==> config.mk <==
export PLATFORM = sky130hd
export DESIGN_NAME = sd_rsp_rx
export DESIGN_NICKNAME = d
export VERILOG_FILES = /design/src/rtl/sd_rsp_pkg.sv /design/src/rtl/sd_rsp_crc7.sv /design/src/rtl/sd_rsp_shift.sv /design/src/rtl/sd_rsp_store.sv /design/src/rtl/sd_rsp_rx.sv
export SDC_FILE = /design/constraint.sdc
export NUM_CORES = 1
export LEC_CHECK = 0
export CAP_MARGIN = 25
export CORE_ASPECT_RATIO = 0.7
export CORE_MARGIN = 2
export CORE_UTILIZATION = 35
export CTS_CLUSTER_DIAMETER = 30
export CTS_CLUSTER_SIZE = 25
export DETAILED_ROUTE_END_ITERATION = 10
export PLACE_DENSITY_LB_ADDON = 0.15
export SLEW_MARGIN = 20
export SYNTH_ARGS = -nofsm -noshare
export SYNTH_HDL_FRONTEND = slang
export SYNTH_HIERARCHICAL = 1
export SYNTH_SLANG_ARGS = --single-unit
==> constraint.sdc <==
create_clock -name clk -period 2.7 [get_ports clk]
set_clock_uncertainty 0.2 [all_clocks]
set_input_delay 0.54 -clock clk [delete_from_list [all_inputs] [get_ports clk]]
set_output_delay 0.54 -clock clk [all_outputs]
set_load 0.03 [all_outputs]
==> src/rtl/sd_rsp_pkg.sv <==
package sd_rsp_pkg;
  localparam int SHORT_LEN = 48;
  localparam int LONG_LEN  = 136;
  localparam int CRC_SPAN  = 40;
  localparam int CRC_W     = 7;
  localparam int IDX_W     = 6;
  localparam int REG_W     = 32;
  localparam int NREG      = 4;
  localparam int PAY_LO    = 8;
  localparam int PAY_W     = LONG_LEN - 8 - PAY_LO;  // 120 stored bits
  localparam int SR_W      = LONG_LEN - 2;           // start/tx bits of long frame not kept

  localparam logic [2:0] RT_NONE = 3'd3;
  localparam logic [2:0] RT_R1   = 3'd4;
  localparam logic [2:0] RT_R1B  = 3'd5;
  localparam logic [2:0] RT_R2   = 3'd6;
  localparam logic [2:0] RT_R3   = 3'd7;

  typedef enum logic [1:0] {ST_IDLE, ST_WAIT, ST_RECV, ST_BUSY} rx_state_e;

  typedef struct packed {
    logic endb;
    logic crc;
    logic idx;
  } frame_err_t;
endpackage

==> src/rtl/sd_rsp_crc7.sv <==
module sd_rsp_crc7 #(
  parameter int             W    = 7,
  parameter logic [W-1:0]   POLY = 7'h09
) (
  input  logic         clk,
  input  logic         rst_n,
  input  logic         clr,
  input  logic         en,
  input  logic         bit_i,
  output logic [W-1:0] crc_o
);
  logic         fb;
  logic [W-1:0] crc_nxt;

  assign fb      = bit_i ^ crc_o[W-1];
  assign crc_nxt = {crc_o[W-2:0], 1'b0} ^ (fb ? POLY : '0);

  always_ff @(posedge clk or negedge rst_n) begin
    if (!rst_n)   crc_o <= '0;
    else if (clr) crc_o <= '0;
    else if (en)  crc_o <= crc_nxt;
  end
endmodule

==> src/rtl/sd_rsp_shift.sv <==
module sd_rsp_shift #(
  parameter int W = 134
) (
  input  logic         clk,
  input  logic         rst_n,
  input  logic         en,
  input  logic         bit_i,
  output logic [W-1:0] nxt_o
);
  logic [W-2:0] sr;

  // newest bit at position 0; nxt_o is the window including the bit being sampled
  assign nxt_o = {sr, bit_i};

  always_ff @(posedge clk or negedge rst_n) begin
    if (!rst_n)  sr <= '0;
    else if (en) sr <= nxt_o[W-2:0];
  end
endmodule

==> src/rtl/sd_rsp_store.sv <==
module sd_rsp_store #(
  parameter int REG_W = 32,
  parameter int NREG  = 4,
  parameter int PAY_W = 120
) (
  input  logic                  clk,
  input  logic                  rst_n,
  input  logic                  load,
  input  logic                  long_i,
  input  logic [PAY_W-1:0]      pay_i,
  output logic [NREG*REG_W-1:0] regs_o
);
  for (genvar k = 0; k < NREG; k++) begin : g_reg
    localparam int LO = k * REG_W;
    localparam int VB = (PAY_W - LO >= REG_W) ? REG_W : PAY_W - LO;
    logic [REG_W-1:0] r;

    always_ff @(posedge clk or negedge rst_n) begin
      if (!rst_n) r <= '0;
      else if (load) begin
        if (long_i || k == 0) r <= REG_W'(pay_i[LO +: VB]);
        else                  r <= '0;
      end
    end

    assign regs_o[LO +: REG_W] = r;
  end
endmodule

==> src/rtl/sd_rsp_rx.sv <==
module sd_rsp_rx
  import sd_rsp_pkg::*;
#(
  parameter int TIMEOUT = 64
) (
  input  logic             clk,
  input  logic             rst_n,
  input  logic             sd_tick_i,
  input  logic             cmd_start_i,
  input  logic [2:0]       rsp_type_i,
  input  logic [IDX_W-1:0] cmd_idx_i,
  input  logic             cmd_line_i,
  input  logic             dat0_i,
  output logic [REG_W-1:0] rsp_w0_o,
  output logic [REG_W-1:0] rsp_w1_o,
  output logic [REG_W-1:0] rsp_w2_o,
  output logic [REG_W-1:0] rsp_w3_o,
  output logic             done_o,
  output logic             err_rto_o,
  output logic             err_end_o,
  output logic             err_crc_o,
  output logic             err_idx_o,
  output logic             busy_o,
  output logic             active_o
);
  localparam int BCW = $clog2(LONG_LEN + 1);
  localparam int TCW = (TIMEOUT > 1) ? $clog2(TIMEOUT) : 1;
  localparam logic [BCW-1:0] SHORT_LAST = BCW'(SHORT_LEN - 1);
  localparam logic [BCW-1:0] LONG_LAST  = BCW'(LONG_LEN - 1);
  localparam logic [BCW-1:0] CRC_LIM    = BCW'(CRC_SPAN);
  localparam logic [TCW-1:0] TO_LAST    = TCW'(TIMEOUT - 1);

  rx_state_e        state;
  logic [2:0]       type_q;
  logic [IDX_W-1:0] idx_q;
  logic [TCW-1:0]   tcnt;
  logic [BCW-1:0]   bcnt;

  logic             is_long, shift_en, crc_en, crc_clr, last_bit;
  logic [BCW-1:0]   last_idx;
  logic [SR_W-1:0]  frame;
  logic [CRC_W-1:0] crc;
  logic [IDX_W-1:0] idx_field, idx_exp;
  frame_err_t       ferr;
  logic [NREG*REG_W-1:0] regs;

  assign is_long  = (type_q == RT_R2);
  assign last_idx = is_long ? LONG_LAST : SHORT_LAST;
  assign shift_en = sd_tick_i && ((state == ST_WAIT && !cmd_line_i) || state == ST_RECV);
  assign crc_en   = shift_en && (bcnt < CRC_LIM);
  assign crc_clr  = (state == ST_IDLE) && cmd_start_i;
  assign last_bit = sd_tick_i && (state == ST_RECV) && (bcnt == last_idx);

  sd_rsp_shift #(.W(SR_W)) u_shift (
    .clk(clk), .rst_n(rst_n), .en(shift_en), .bit_i(cmd_line_i), .nxt_o(frame)
  );

  sd_rsp_crc7 #(.W(CRC_W), .POLY(7'h09)) u_crc (
    .clk(clk), .rst_n(rst_n), .clr(crc_clr), .en(crc_en), .bit_i(cmd_line_i), .crc_o(crc)
  );

  sd_rsp_store #(.REG_W(REG_W), .NREG(NREG), .PAY_W(PAY_W)) u_store (
    .clk(clk), .rst_n(rst_n), .load(last_bit), .long_i(is_long),
    .pay_i(frame[PAY_LO +: PAY_W]), .regs_o(regs)
  );

  assign rsp_w0_o = regs[0*REG_W +: REG_W];
  assign rsp_w1_o = regs[1*REG_W +: REG_W];
  assign rsp_w2_o = regs[2*REG_W +: REG_W];
  assign rsp_w3_o = regs[3*REG_W +: REG_W];

  // frame checks, evaluated on the window that includes the bit now sampled
  assign idx_field = is_long ? frame[LONG_LEN-3 -: IDX_W] : frame[SHORT_LEN-3 -: IDX_W];
  assign idx_exp   = (type_q == RT_R2 || type_q == RT_R3) ? '1 : idx_q;
  assign ferr.endb = !frame[0];
  assign ferr.crc  = (type_q == RT_R1 || type_q == RT_R1B) && (frame[CRC_W:1] != crc);
  assign ferr.idx  = (idx_field != idx_exp);

  assign active_o = (state == ST_WAIT) || (state == ST_RECV);
  assign busy_o   = (state == ST_BUSY);

  always_ff @(posedge clk or negedge rst_n) begin
    if (!rst_n) begin
      state     <= ST_IDLE;
      type_q    <= '0;
      idx_q     <= '0;
      tcnt      <= '0;
      bcnt      <= '0;
      done_o    <= 1'b0;
      err_rto_o <= 1'b0;
      err_end_o <= 1'b0;
      err_crc_o <= 1'b0;
      err_idx_o <= 1'b0;
    end else begin
      done_o    <= 1'b0;
      err_rto_o <= 1'b0;
      err_end_o <= 1'b0;
      err_crc_o <= 1'b0;
      err_idx_o <= 1'b0;
      unique case (state)
        ST_IDLE: if (cmd_start_i) begin
          type_q <= rsp_type_i;
          idx_q  <= cmd_idx_i;
          tcnt   <= '0;
          bcnt   <= '0;
          if (rsp_type_i >= RT_R1) state <= ST_WAIT;
          else                     done_o <= 1'b1;
        end
        ST_WAIT: if (sd_tick_i) begin
          if (!cmd_line_i) begin
            bcnt  <= BCW'(1);
            state <= ST_RECV;
          end else if (tcnt == TO_LAST) begin
            err_rto_o <= 1'b1;
            state     <= ST_IDLE;
          end else begin
            tcnt <= tcnt + 1'b1;
          end
        end
        ST_RECV: if (sd_tick_i) begin
          if (bcnt == last_idx) begin
            err_end_o <= ferr.endb;
            err_crc_o <= ferr.crc;
            err_idx_o <= ferr.idx;
            done_o    <= (ferr == '0);
            state     <= (type_q == RT_R1B && ferr == '0) ? ST_BUSY : ST_IDLE;
          end else begin
            bcnt <= bcnt + 1'b1;
          end
        end
        ST_BUSY: if (sd_tick_i && dat0_i) state <= ST_IDLE;
        default: state <= ST_IDLE;
      endcase
    end
  end
endmodule

==> out/results.ini, run 1 <==
[synthesis]
synthArstFlopShare=1.00
yosysUniqueCellTypes=57
yosysWarnings=6
synth_area_um2=12300
synth_top_area_share=0.591
ys_top_cells_by_area=dfrtp_1, mux2_2, mux2_4
synthCells=955
synth_seq_area_share=0.591
ys_ff_latch=290
yosysTopAreaCell=dfrtp_1
synth-edff-count=0
syn_avg_cell_area_um2=12.9
ys.flop_type=dfrtp_1

[timing]
min_period_over_period=0.956
tns_ps=0
setup_viol=0
hold_viol=0
tightestPinTransition_ps=999
slew_headroom=0.334
fmax_mhz=387
fin_crit_ps=2580
slew_viol_final=0

[route]
drt-total-wl_mm=25.9
vias_per_cell=4.61
num_vias=7590
drt-initial-drc-count=457
wl_per_cell_um=15.7
ant_nets=0
first_pass_iters=5
drc_errors=0

[final_layout]
areaGrowthSynthToFinish_pct=32.6
multiInputGateArea_um2=4210
post-route-cell-area_um2=16300
fillers=3160
antenna_cells=0
final-seq-area_um2=7260
fin_nets=1152
drive_gt1_frac=0.270
final_cell_mix=dfrtp_1, clkdlybuf4s50_1, mux2_2
final_cells=1646
final_util=0.470
final_common_cell=dfrtp_1

[placement]
globalplace.congestion=0.771
dp_hpwl_mm=16.3
dpl_cell_area_um2=14200
io_buffers=141
dp.cells=1539

[critical_path]
cpMaxStageDelayCell=clkdlybuf4s50_1
rrSetupSlack_ps=240
arrival_ps=1840
crit_chain=ha_1 > clkdlybuf4s50_1
r2r-start=bcnt[0]
crit_family=buffers and inverters
cp-end-kind=output pin
crit_required_ps=1960
r2r_end=u_store/g_reg[2].r[11]
crit_buf_inv=1
rr_worst_depth=10
path_max_fanout=4
setup.worst_path.class=reg -> out
critPathLaunchType=flip-flop
cp_slowest_stage_delay_ps=680

[floorplanning]
rows=57
dieHeight_um=161
io_pins=150
start_util=0.355
die_area_um2=36600
die-width_um=228
core_um2=34700

[power]
power_frac_comb=0.153
power.density_nw_per_um2=887
clock_power_share=0.501
seq_power_share=0.347
power_mw=14.5
ir_drop_mv=0.460
internal-power_mw=10.7
leakagePower_nw=7.69
swShare=0.259
power.net_switching_mw=3.75

[clocking]
clock-sinks=290
clkTransAtPathRegs_ps=50
htree_num_levels=2
cts-root-buf=clkbuf_16
cts_tree=done
clock_latency_ps=550
numCtsBuffers=57
cts_buffer_depth=3

[global_routing]
antenna_found_initial=1
met2_usage=0.208
met1_usage=0.209
grt_pass1_vias=7995
grt_usage=0.146
grt_max_degree=89
overflow=0
grt_most_used_layer=met1
grt_pass1_wl_mm=43.7
met3_usage=0.0465

[job]
max_cap_violations=0

[outcome]
outcome=finished, final reports clean

[min_path]
hp-class=in -> async

==> flip-flops by register name, indices dropped and copies added, names as in the netlist, 2 cells and up <==
name / cells
u_crc/crc_o: 7
type_q: 3
u_store/g.r: 120
idx_q: 6
bcnt: 8
tcnt: 6
u_shift/sr: 133
state: 2
==> Yosys cell counts, drive strengths merged (2+ instances only) <==
library cell and number:
nand2b 2, nor3b 3, clkbuf 17, nand2 13
nand4b 3, a21oi 2, and3 9, xor2 5
xnor2 13, mux2i 6, buf 49, nand3 97
mux2 174, o21ai 103, nor2 23, o21bai 2
a211oi 2, o22ai 2, and3b 2, nand4 4
nor2b 4, inv 94, a31oi 2, a22o 2
ha 6, o31ai 5, dfrtp 290
==> how the worst max path moves through the flow <==
stage                     startpoint                     end  slack [ps]  cells after the start
after global placement     sd_tick_i                 tcnt[1]         180                      6
final                       state[0]                  busy_o         120                      2
after detailed placement   sd_tick_i                 tcnt[1]         100                      6
after CTS                   state[0]                  busy_o          70                      2
after floorplan             state[0]   u_store/g_reg[0].r[0]         300                      9
after global routing         bcnt[1]  u_store/g_reg[2].r[26]          -8                     10
==> final cells by class <==
cell class / instances / area share
clock buffer: 75 / 0.0984
multi-input combinational: 512 / 0.258
timing repair buffer: 176 / 0.116
sequential: 290 / 0.445
tap: 472 / 0.0362
inverter: 94 / 0.0220
clock inverter: 27 / 0.0242
==> power by group through the flow <==
stage | Combinational (mW) | Sequential, mW | Clock [mW]
5_1_grt | 2.42 | 5.06 | 7.67
4_1_cts | 2.22 | 5.01 | 7.43
3_3_place_gp | 2.21 | 5.07 | 0
2_1_floorplan | 1.72 | 5.00 | 0
6_report | 2.21 | 5.01 | 7.24
3_5_place_dp | 2.22 | 5.08 | 0
==> worst register-to-register path: stages, from the launching register on <==
cell	delay (ps)
dfrtp_1	390
ha_2	230
nand2_1	90
or4b_1	500
nor2_1	110
nand2_1	110
clkinv_4	170
buf_12	160
buf_12	170
nand3_1	100
o21ai_0	140
==> what timing repair did <==
item                                    in CTS  in global routing
hold buffers                                 1                  0
setup buffers                                0                  4
endpoints found under the hold margin       32                  0
endpoints found under the setup margin       1                 57
gates resized for setup                      1                  5
==> metal layers <==
metal	wire length, µm	part of all wire
met1	12800	0.49
met2	10900	0.42
met3	1620	0.063
met4	603	0.023
met5	0	0
==> per-stage QoR <==
step	setup slack (ps)	hold slack (ps)
5_1_grt	-8.27	280
2_1_floorplan	300	44.4
4_1_cts	68.1	265
3_3_place_gp	185	260
6_report	119	275
3_5_place_dp	104	260
==> cell families (layout without fill, tap and decap cells) <==
family / after synthesis / after routing / share of synthesized area
flip-flops: 290 / 290 / 0.591
multiplexers: 180 / 180 / 0.186
AND/OR/NAND/NOR: 169 / 169 / 0.0714
buffers and inverters: 160 / 372 / 0.0702
AO/OA/AOI/OAI: 131 / 131 / 0.0626
XOR/XNOR: 18 / 18 / 0.0128
adder cells (fa/ha/maj): 6 / 6 / 0.00611
other: 1 / 8 / 0.000305
(Power assumes the default switching activity.)
==> run 2: changes to the inputs <==
--- a/config.mk
+++ b/config.mk
@@ -6,6 +6,8 @@
 export NUM_CORES = 1
 export LEC_CHECK = 0
 export CAP_MARGIN = 25
+export CELL_PAD_IN_SITES_DETAIL_PLACEMENT = 0
+export CELL_PAD_IN_SITES_GLOBAL_PLACEMENT = 2
 export CORE_ASPECT_RATIO = 0.7
 export CORE_MARGIN = 2
 export CORE_UTILIZATION = 35
==> run 2 against run 1 <==
Effect of this change:
- non-clock buffer count rose by 3
- sequential cell count did not move
- register-to-register slack barely moved
- core utilization fell by 0.58 points
- combinational power barely moved
- maximum frequency fell by 0.26%
- largest cell class unchanged
- highest routed layer unchanged
==> out/results.ini, run 2 (synthesized netlist as in run 1, its figures left out) <==
[outcome]
outcome=finished, final reports clean

[placement]
dp.cells=1546
io_buffers=141
globalplace.congestion=0.722
dp_hpwl_mm=16.6

[global_routing]
overflow=0
grt_max_degree=89
grt_pass1_wl_mm=43.7
antenna_found_initial=0
grt_pass1_vias=7863
grt_usage=0.147

[timing]
hold_viol=0
rsz0062_at_grt=no
fin_crit_ps=2590
min_period_over_period=0.958
tightestPinTransition_ps=543
slew_viol_final=0
slew_headroom=0.636
setup_viol=0
fmax_mhz=386
tns_ps=0

[critical_path]
critPathLaunchType=flip-flop
path_max_fanout=4
crit_required_ps=1960
setup.worst_path.class=reg -> out
r2r-start=bcnt[0]
rrSetupSlack_ps=250
arrival_ps=1850
cp-end-kind=output pin
crit_start=state[0]

[min_path]
hp-class=reg -> reg
hp-start=u_store/g_reg[0].r[29]

[final_layout]
antenna_cells=0
fin_nets=1152
largest_register=u_shift/sr
final_cells=1645
final_common_cell=dfrtp_1
drive_gt1_frac=0.260
areaGrowthSynthToFinish_pct=31.0
final_cell_mix=dfrtp_1, clkdlybuf4s50_1, mux2_2
largest_reg_flops=133
top_regs=u_shift/sr x133, u_store/g.r x120, bcnt x8

[route]
wl_per_cell_um=15.9
wl_met3_mm=1.43
drt-initial-drc-count=388
drt-met1-wl_mm=13.3
ant_nets=0
top_layer=met4
num_vias=7555
drt-total-wl_mm=26.1
vias_per_cell=4.59
drc_errors=0
first_pass_iters=4
wl_met2_mm=10.9

[power]
power.density_nw_per_um2=844
ir_drop_mv=0.447
leakagePower_nw=7.58

[job]
max_cap_violations=0

[clocking]
htree_num_levels=2
clock-sinks=290
cts_buffer_depth=3
clkTransAtPathRegs_ps=40
cts_tree=done
cts-root-buf=clkbuf_16
clock_latency_ps=570
cts_setup_buffers=0
numCtsBuffers=54

[floorplanning]
die_area_um2=36600
io_pins=150
rows=57
dieHeight_um=161
core_um2=34700
start_util=0.355
die-width_um=228

[run 2: cell count changes in the layout (fill, tap and decap cells not counted), moves of 2 or more]
cell	delta
buf_12	+4
clkbuf_1	+10
clkinv_4	-3
o21ai_1	-2
bufinv_16	-6
o21ai_0	+2
clkbuf_16	-3
clkinv_2	-2
[run 2: critical path, cell delays in order, from the launching register on]
cell and delay, ps:
dfrtp_1 400, ha_1 210, clkdlybuf4s50_1 690
[run 2: metal layers]
metal / vias to the layer above / global-route usage
met5: - / 0
met1: 3739 / 0.220
met3: 43 / 0.0439
li1: 3636 / -
met4: 0 / 0.0431
met2: 137 / 0.204
[run 2: final timing paths]
kind / end / cells after the start
hold reg to reg: u_store/g_reg[0].r[29] / 1
max in group asynchronous: u_shift/sr[91] / 3
hold / removal: u_store/g_reg[0].r[29] / 1
setup reg to reg: u_store/g_reg[2].r[17] / 10
setup / recovery: busy_o / 2
min in group asynchronous: tcnt[3] / 2
[run 2: where the power goes]
group	internal (mW)	switching (mW)
combinational	1.01	1.20
sequential	4.71	0.292
clock	4.22	2.15
total	9.94	3.65
[run 2: metrics by stage]
step	setup slack (ps)	util	hold slack (ps)	power (mW)	area, µm²
CTS	80.6	0.464	305	13.8	16100
floorplan	300	-	44.4	6.72	12300
global route	53.5	0.464	314	14.3	16100
detailed placement	143	0.414	295	7.33	14300
finish	112	0.464	300	13.6	16100
global placement	177	0.414	291	7.33	14300
[run 2: area by class of cell]
cell class,count,area (µm²)
clock buffer,81,1550
clock inverter,17,193
fill,3199,18600
inverter,94,358
multi-input combinational,512,4200
sequential,290,7260
tap,472,591
timing repair buffer,179,1940
[run 2: what timing repair did]
action	in CTS	in global routing
resized for setup	1	0
hold buffers	1	0
setup endpoints to repair	1	0
endpoints found under the hold margin	48	0
